### src/rtl/seq_div_pkg.sv
package seq_div_pkg;
  typedef enum logic [1:0] {
    CS_IDLE,
    CS_LAUNCH,
    CS_AWAIT,
    CS_DELIVER
  } ctrl_state_e;
endpackage

### src/rtl/seq_div_worker.sv
module seq_div_worker #(
  parameter int WIDTH = 16
) (
  input  logic             clk,
  input  logic             rst,
  input  logic             start,
  input  logic [WIDTH-1:0] num_in,
  input  logic [WIDTH-1:0] den_in,
  output logic             busy,
  output logic [WIDTH-1:0] quo_out,
  output logic [WIDTH-1:0] rem_out
);
  localparam int CW = $clog2(WIDTH + 1);

  logic [WIDTH-1:0] quo_q, rem_q, den_q;
  logic [CW-1:0]    left_q;
  logic             busy_q;
  logic [WIDTH:0]   trial, sub;
  logic             fits;

  // shift the next dividend bit into the partial remainder
  assign trial = {rem_q, quo_q[WIDTH-1]};
  assign sub   = trial - {1'b0, den_q};
  assign fits  = trial >= {1'b0, den_q};

  always_ff @(posedge clk) begin
    if (rst) begin
      busy_q <= 1'b0;
      quo_q  <= '0;
      rem_q  <= '0;
      den_q  <= '0;
      left_q <= '0;
    end else if (!busy_q) begin
      if (start) begin
        busy_q <= 1'b1;
        den_q  <= den_in;
        if (den_in == '0) begin
          quo_q  <= '1;
          rem_q  <= num_in;
          left_q <= '0;
        end else begin
          quo_q  <= num_in;
          rem_q  <= '0;
          left_q <= CW'(WIDTH);
        end
      end
    end else if (left_q == '0) begin
      busy_q <= 1'b0;
    end else begin
      quo_q  <= {quo_q[WIDTH-2:0], fits};
      rem_q  <= fits ? sub[WIDTH-1:0] : trial[WIDTH-1:0];
      left_q <= left_q - 1'b1;
    end
  end

  assign busy    = busy_q;
  assign quo_out = quo_q;
  assign rem_out = rem_q;
endmodule

### src/rtl/seq_div_ctrl.sv
module seq_div_ctrl
  import seq_div_pkg::*;
#(
  parameter int WIDTH = 16
) (
  input  logic             clk,
  input  logic             rst,
  input  logic             req_valid,
  output logic             req_ready,
  input  logic [WIDTH-1:0] op_a,
  input  logic [WIDTH-1:0] op_b,
  output logic             done,
  output logic [WIDTH-1:0] res_q,
  output logic [WIDTH-1:0] res_r,
  output logic             wk_start,
  input  logic             wk_busy,
  output logic [WIDTH-1:0] wk_a,
  output logic [WIDTH-1:0] wk_b,
  input  logic [WIDTH-1:0] wk_q,
  input  logic [WIDTH-1:0] wk_r
);
  ctrl_state_e      state;
  logic [WIDTH-1:0] a_q, b_q, q_q, r_q;

  always_ff @(posedge clk) begin
    if (rst) begin
      state <= CS_IDLE;
      a_q   <= '0;
      b_q   <= '0;
      q_q   <= '0;
      r_q   <= '0;
    end else begin
      unique case (state)
        CS_IDLE: if (req_valid) begin
          a_q   <= op_a;
          b_q   <= op_b;
          state <= CS_LAUNCH;
        end
        CS_LAUNCH: if (wk_busy) state <= CS_AWAIT;
        CS_AWAIT: if (!wk_busy) begin
          q_q   <= wk_q;
          r_q   <= wk_r;
          state <= CS_DELIVER;
        end
        CS_DELIVER: state <= CS_IDLE;
        default: state <= CS_IDLE;
      endcase
    end
  end

  assign req_ready = (state == CS_IDLE);
  assign wk_start  = (state == CS_LAUNCH);
  assign done      = (state == CS_DELIVER);
  assign wk_a      = a_q;
  assign wk_b      = b_q;
  assign res_q     = q_q;
  assign res_r     = r_q;
endmodule

### src/rtl/seq_div_top.sv
module seq_div_top #(
  parameter int WIDTH = 16
) (
  input  logic             clk,
  input  logic             rst,
  input  logic             req_valid,
  output logic             req_ready,
  input  logic [WIDTH-1:0] dividend,
  input  logic [WIDTH-1:0] divisor,
  output logic             done,
  output logic [WIDTH-1:0] quotient,
  output logic [WIDTH-1:0] remainder
);
  logic             start_w, busy_w;
  logic [WIDTH-1:0] a_w, b_w, q_w, r_w;

  seq_div_ctrl #(.WIDTH(WIDTH)) u_ctrl (
    .clk(clk), .rst(rst),
    .req_valid(req_valid), .req_ready(req_ready),
    .op_a(dividend), .op_b(divisor),
    .done(done), .res_q(quotient), .res_r(remainder),
    .wk_start(start_w), .wk_busy(busy_w),
    .wk_a(a_w), .wk_b(b_w), .wk_q(q_w), .wk_r(r_w)
  );

  seq_div_worker #(.WIDTH(WIDTH)) u_worker (
    .clk(clk), .rst(rst), .start(start_w),
    .num_in(a_w), .den_in(b_w),
    .busy(busy_w), .quo_out(q_w), .rem_out(r_w)
  );
endmodule

### config.mk
export PLATFORM = sky130hd
export DESIGN_NAME = seq_div_top
export DESIGN_NICKNAME = d
export VERILOG_FILES = /design/src/rtl/seq_div_pkg.sv /design/src/rtl/seq_div_worker.sv /design/src/rtl/seq_div_ctrl.sv /design/src/rtl/seq_div_top.sv
export SDC_FILE = /design/constraint.sdc
export NUM_CORES = 1
export LEC_CHECK = 0
export BUFFER_PORTS_ARGS = -buffer_cell sky130_fd_sc_hd__buf_2
export CELL_PAD_IN_SITES_DETAIL_PLACEMENT = 0
export CELL_PAD_IN_SITES_GLOBAL_PLACEMENT = 1
export CORE_UTILIZATION = 40
export DETAILED_ROUTE_END_ITERATION = 6
export PLACE_DENSITY_LB_ADDON = 0.1
export SLEW_MARGIN = 0
export SYNTH_ARGS = -nofsm -noshare
export SYNTH_HDL_FRONTEND = slang
export SYNTH_SLANG_ARGS = --single-unit
### constraint.sdc
create_clock -name clk -period 3.61 [get_ports clk]
set_input_delay 0.1805 -clock clk [delete_from_list [all_inputs] [get_ports clk]]
set_output_delay 0.1805 -clock clk [all_outputs]
set_load 0.03 [all_outputs]
# Word-level counts from Yosys, hierarchy flattened

Cells that the tools add are included.

Add/subtract/negate cells: 2
Order comparisons: 1
Eq/ne operators: 7
Muxes and demuxes: 20
Bitwise gates (word level): 1
Reduce and logical (&&, ||, !) cells: 9

Operator list:

| cell                  | count |
|---|---|
| $mux W16              | 9 |
| $mux W5               | 4 |
| $ge A17 B16 Y1        | 1 |
| $logic_not A16 Y1     | 1 |
| $sub A16 B16 Y16      | 1 |
| $pmux W2 S4           | 1 |
| $reduce_and A2 Y1     | 4 |
| $mux W2               | 3 |
| $ne A2 B2 Y1 const B  | 3 |
| $logic_not A5 Y1      | 1 |
| $sub A5 B1 Y5 const B | 1 |
| $eq A2 B2 Y1 const B  | 2 |
| $mux W1               | 3 |
| $reduce_and A3 Y1     | 1 |
| $eq A2 B1 Y1 const B  | 1 |
| $logic_not A2 Y1      | 1 |
| $ne A2 B1 Y1 const B  | 1 |
| $reduce_bool A2 Y1    | 1 |
| $not A1 Y1            | 1 |

Register bits: 120
Bits of input ports: 35
Output and inout port bits: 34
Logic and storage cells: 50

# Depth between registers and ports, before layout

Depth in word-level cells: 4
Mapped depth: 11
Mapped depth without buffers: 11

# Modules after synthesis

From an unflattened synthesis, not the netlist that was laid out.

Cells, all modules: 754
Area, all modules: 5989.5 um^2

Modules (own cells, without submodules):

| module         | times used | cells an instance | area each (um^2) | sequential area each (um^2) |
|---|---|---|---|---|
| seq_div_worker | 1          | 455               | 3519.6           | 1081.0 |
| seq_div_ctrl   | 1          | 299               | 2469.9           | 1321.3 |

# Worst setup path before layout

OpenSTA, ideal clock, no wires.

Path kind: reg2reg
Start point: reg u_worker.den_q[7]
End point: reg u_worker.rem_q[0] (netlist: u_worker.rem_out[0])
Library setup time: 0.076 ns
Arrival time: 2.218 ns
Setup slack: 1.316 ns
Stages on the path, launching flop included: 11
Buffers on the path: 1
Cells stage by stage: dfxtp_1 -> inv_1 -> ha_1 -> buf_2 -> and4_4 -> nand3_2 -> nor3_2 -> a2111oi_4 -> a31oi_4 -> mux2_2 -> o22ai_1

Cells in the longest elaborated chain, start to end: 4

Ends and longest elaborated chain:

| item                     | RTL line             | text |
|---|---|---|
| start: declaration       | seq_div_worker.sv:15 | `logic [WIDTH-1:0] quo_q, rem_q, den_q;` |
| start signal: assignment | seq_div_worker.sv:36 | `den_q <= den_in;` |
| $ge A17 B16 Y1           | seq_div_worker.sv:24 | `assign fits = trial >= {1'b0, den_q};` |
| $mux W16                 | seq_div_worker.sv:51 | `rem_q <= fits ? sub[WIDTH-1:0] : trial[WIDTH-1:0];` |
| $mux W16                 | seq_div_worker.sv:47 | `end else if (left_q == '0) begin` |
| $mux W16                 | seq_div_worker.sv:33 | `end else if (!busy_q) begin` |
| end signal: assignment   | seq_div_worker.sv:39 | `rem_q <= num_in;` |
| end signal: assignment   | seq_div_worker.sv:51 |  |
| end: declaration         | seq_div_worker.sv:15 |  |

Every way passes these cells. The select of a mux whose other input is x is not followed.
A chain may end at the register's enable or synchronous reset.

# Worst setup path in the final report

Start point: reg u_worker.rem_q[5] (netlist: u_worker.rem_out[5])
End point: reg u_worker.rem_q[0] (netlist: u_worker.rem_out[0])

Cells in the longest elaborated chain, start to end: 4

Ends and longest elaborated chain:

| item           | RTL line |
|---|---|
| $ge A17 B16 Y1 | seq_div_worker.sv:24 |
| $mux W16       | seq_div_worker.sv:51 |
| $mux W16       | seq_div_worker.sv:47 |
| $mux W16       | seq_div_worker.sv:33 |

Every way passes these cells. The select of a mux whose other input is x is not followed.

==> reports/results.tsv <==
metric	value	unit
status	finished, final reports clean	
Netlist cell types	50	
final hold vios	0	
max-slew violation count	0	
ys async rst share	0	%
Setup Skew	0.00620	ns
ANT cells	0	
headroom to the max-slew limit	25.3	%
met1 Resource Use GR	29.6	%
LEAKAGE	2.78	nW
Mapped Nets	801	
maximum VDD drop	0.565	mV
Core Rows	43	
commonest non-fill, non-tap cell in the layout	nand2_1	
period utilisation layout	78.5	%
Die Ht	121	µm
final setup vio count	0	
number of synthesized flops with an enable pin	0	
setup slack, reg-to-reg	0.78	ns
Setup CP Type	reg -> reg	
total routed wirelength	15.8	mm
CP max stage cell	a31oi_4	
reg2reg start	u_worker.rem_out[5]	
grt peak-use layer	met2	
most frequent cells in the layout	nand2_1 (185), a21oi_1 (137), dfxtp_1 (120)	
DR DRC count	0	
gr usage total	23.2	%
WP data arrival	3.17	ns
P_sw	2.14	mW
DRT Pass-1 Iters	5	
Critical Path Sink Type	register	
Hold Crit Class	in -> reg	
most used flip-flop cell after synthesis	dfxtp_1	
Final min period	2.83	ns
vias per std cell	5.31	
DPL Wire Length	11.1	mm
CTS H-tree lvls	4	
Hold Crit Depth	3	
clk sink count	120	
max cap viols	0	
post-detailed-route count of antenna-violating nets	0	
TritonCTS clock tree	built	
Avg WL per Cell	15.9	µm
met2 Resource Use GR	37.8	%
crit path launch type	register	
hold path start	divisor[12]	
Worst R2R End	u_worker.rem_out[0]	
gpl congestion	0.861	
final net count	862	
global-route wire length before repair	26.2	mm
PortBufs	68	
crit path from	u_worker.rem_out[5]	
Switching Share	38.7	%
Logic pwr share	38.5	%
DR iter-0 viols	340	
Fin Setup TNS	0	ns
Die X	121	µm
Clk pwr share	30.9	%
area delta synth->final	20.6	%
Max FO, Critical Path	18	
maximum number of pins on one net before global-route repair	78	
P_int	3.40	mW
Pwr per Cell Area	810	nW/µm²
setup bufs post-CTS	0	
Synth Area per Inst	7.64	µm²
Slew @ Worst Pin	1.12	ns
met3 usage	4.93	%
clock insertion delay at the later pin of the skew report	0.42	ns
cell area after synthesis	5670	µm²
gr ovfl total	0	
CTS Buf Count	17	
CTS clk-pin slew, worst paths	0.06	ns
Mapped Cells	743	
Req. time, crit path	3.94	ns
Top Ports	69	
via count	5299	
Starting Density	40.9	%
Finished Core Util	49.3	%
initial antenna violation count	0	
Die ar.	14700	µm²
FMAX	353	MHz
crit-path max cell delay	0.66	ns
Seq/Total Area, Yosys	42.3	%
CP cell instances	ha_1 > and4_4 > nand3_2 > nor3_2 > a2111oi_4 > a31oi_4 > mux2_2 > o22ai_1	
layout cell share with drive strength beyond 1	14.9	%
Hold EP	u_ctrl.wk_b[12]	
maximum clock insertion buffer count	2	
vias in the first global route	5212	
clock root cell	clkbuf_16	
Worst Reg-to-Reg Cells	8	
yosys synthesis warning count	0	
RSZ-0062 raised after global routing	false	
Synth Register Bits	120	
sequential share of power	30.6	%
Core Box Area	13900	µm²
==> worst max-delay path by stage <==
stage | slack, ns | endpoint | cells past startpoint
global route | 0.63 | u_worker.rem_out[0] | 8
detailed placement | 0.81 | u_worker.rem_out[0] | 8
global placement | 0.87 | u_worker.rem_out[0] | 9
CTS | 0.77 | u_worker.rem_out[0] | 8
floorplan | 1.32 | u_worker.rem_out[0] | 10
finish | 0.78 | u_worker.rem_out[0] | 8
==> metal layers <==
layer,vias up,share of wire (%)
li1,2649,-
met1,2523,47
met2,101,47
met3,26,3.3
met4,0,2.1
met5,-,0
==> flip-flops by register name, summed over array words and instances (netlist names) <==
signal and flops:
u_ctrl.res_q 16, u_ctrl.res_r 16, u_ctrl.state 2, u_ctrl.wk_a 16, u_ctrl.wk_b 16, u_worker.busy 1, u_worker.den_q 16, u_worker.left_q 5
u_worker.quo_out 16, u_worker.rem_out 16
==> worst max-delay path, delay by kind of cell, from the launching register on <==
kind,cells,cell delay [ns]
adder cells (fa/ha/maj),1,0.46
AND/OR/NAND/NOR,3,0.62
AO/OA/AOI/OAI,3,0.90
multiplexers,1,0.41
flip-flops,1,0.35
==> area by class of cell <==
type | instances | area [µm²]
Timing Repair Buffer | 90 | 538
Inverter | 29 | 109
Clock inverter | 13 | 153
Tap cell | 180 | 225
Fill cell | 1436 | 7040
Multi-Input combinational cell | 546 | 2980
Sequential cell | 120 | 2400
Clock buffer | 19 | 443
==> power groups by stage <==
stage          sequential, mW  clock [mW]  combinational [mW]
6_report                 1.70        1.71                2.14
5_1_grt                  1.72        1.80                2.38
4_1_cts                  1.69        1.74                2.14
3_5_place_dp             1.72           0                2.11
3_3_place_gp             1.71           0                2.10
2_1_floorplan            1.66           0                1.68
==> repair_timing <==
| action | CTS | global route |
|---|---|---|
| endpoints found under the hold margin | 12 | 0 |
| hold buffers | 12 | 0 |
| resized for setup | 0 | 0 |
==> logic make-up after synthesis <==
logic type                 synth area share, %
and+or+nand+nor                           20.8
AOI/OAI and AO/OA                         21.4
DFF                                       42.3
buffers and inverters                     5.47
adders and majority gates                 5.20
xor gates and xnor gates                  2.47
muxes                                     2.32
==> cells in the mapped netlist, drive strengths merged (4+ instances only) <==
cell    instances  area [µm²]
a21boi          4        30.0
a21o            4        30.0
a21oi         137         686
a31oi          10        77.6
and3            9        56.3
buf            11        62.6
clkbuf         37         139
dfxtp         120        2400
ha             22         275
inv            29         109
mux2i          12         120
nand2         185         694
nand3           7        40.0
nor2           59         221
nor2b           5        31.3
nor3            5        30.0
nor4            5        31.3
o21a            4        30.0
o21ai          16        80.1
o221ai          4        35.0
o22ai          13        81.3
xnor2          12         105
xor2            4        35.0
==> metrics by stage <==
stage          area, µm²  total power, mW  std cells  hold WS (ns)  setup slack, ns
2_1_floorplan       5670             3.34        743         0.316             1.32
6_report            6850             5.54        997       0.00932            0.776
4_1_cts             6850             5.57        997     0.0000584            0.771
3_3_place_gp        6130             3.81        953         0.421            0.867
5_1_grt             6850             5.90        997        0.0122            0.634
3_5_place_dp        6130             3.83        953         0.426            0.813
(Power assumes the default switching activity.)
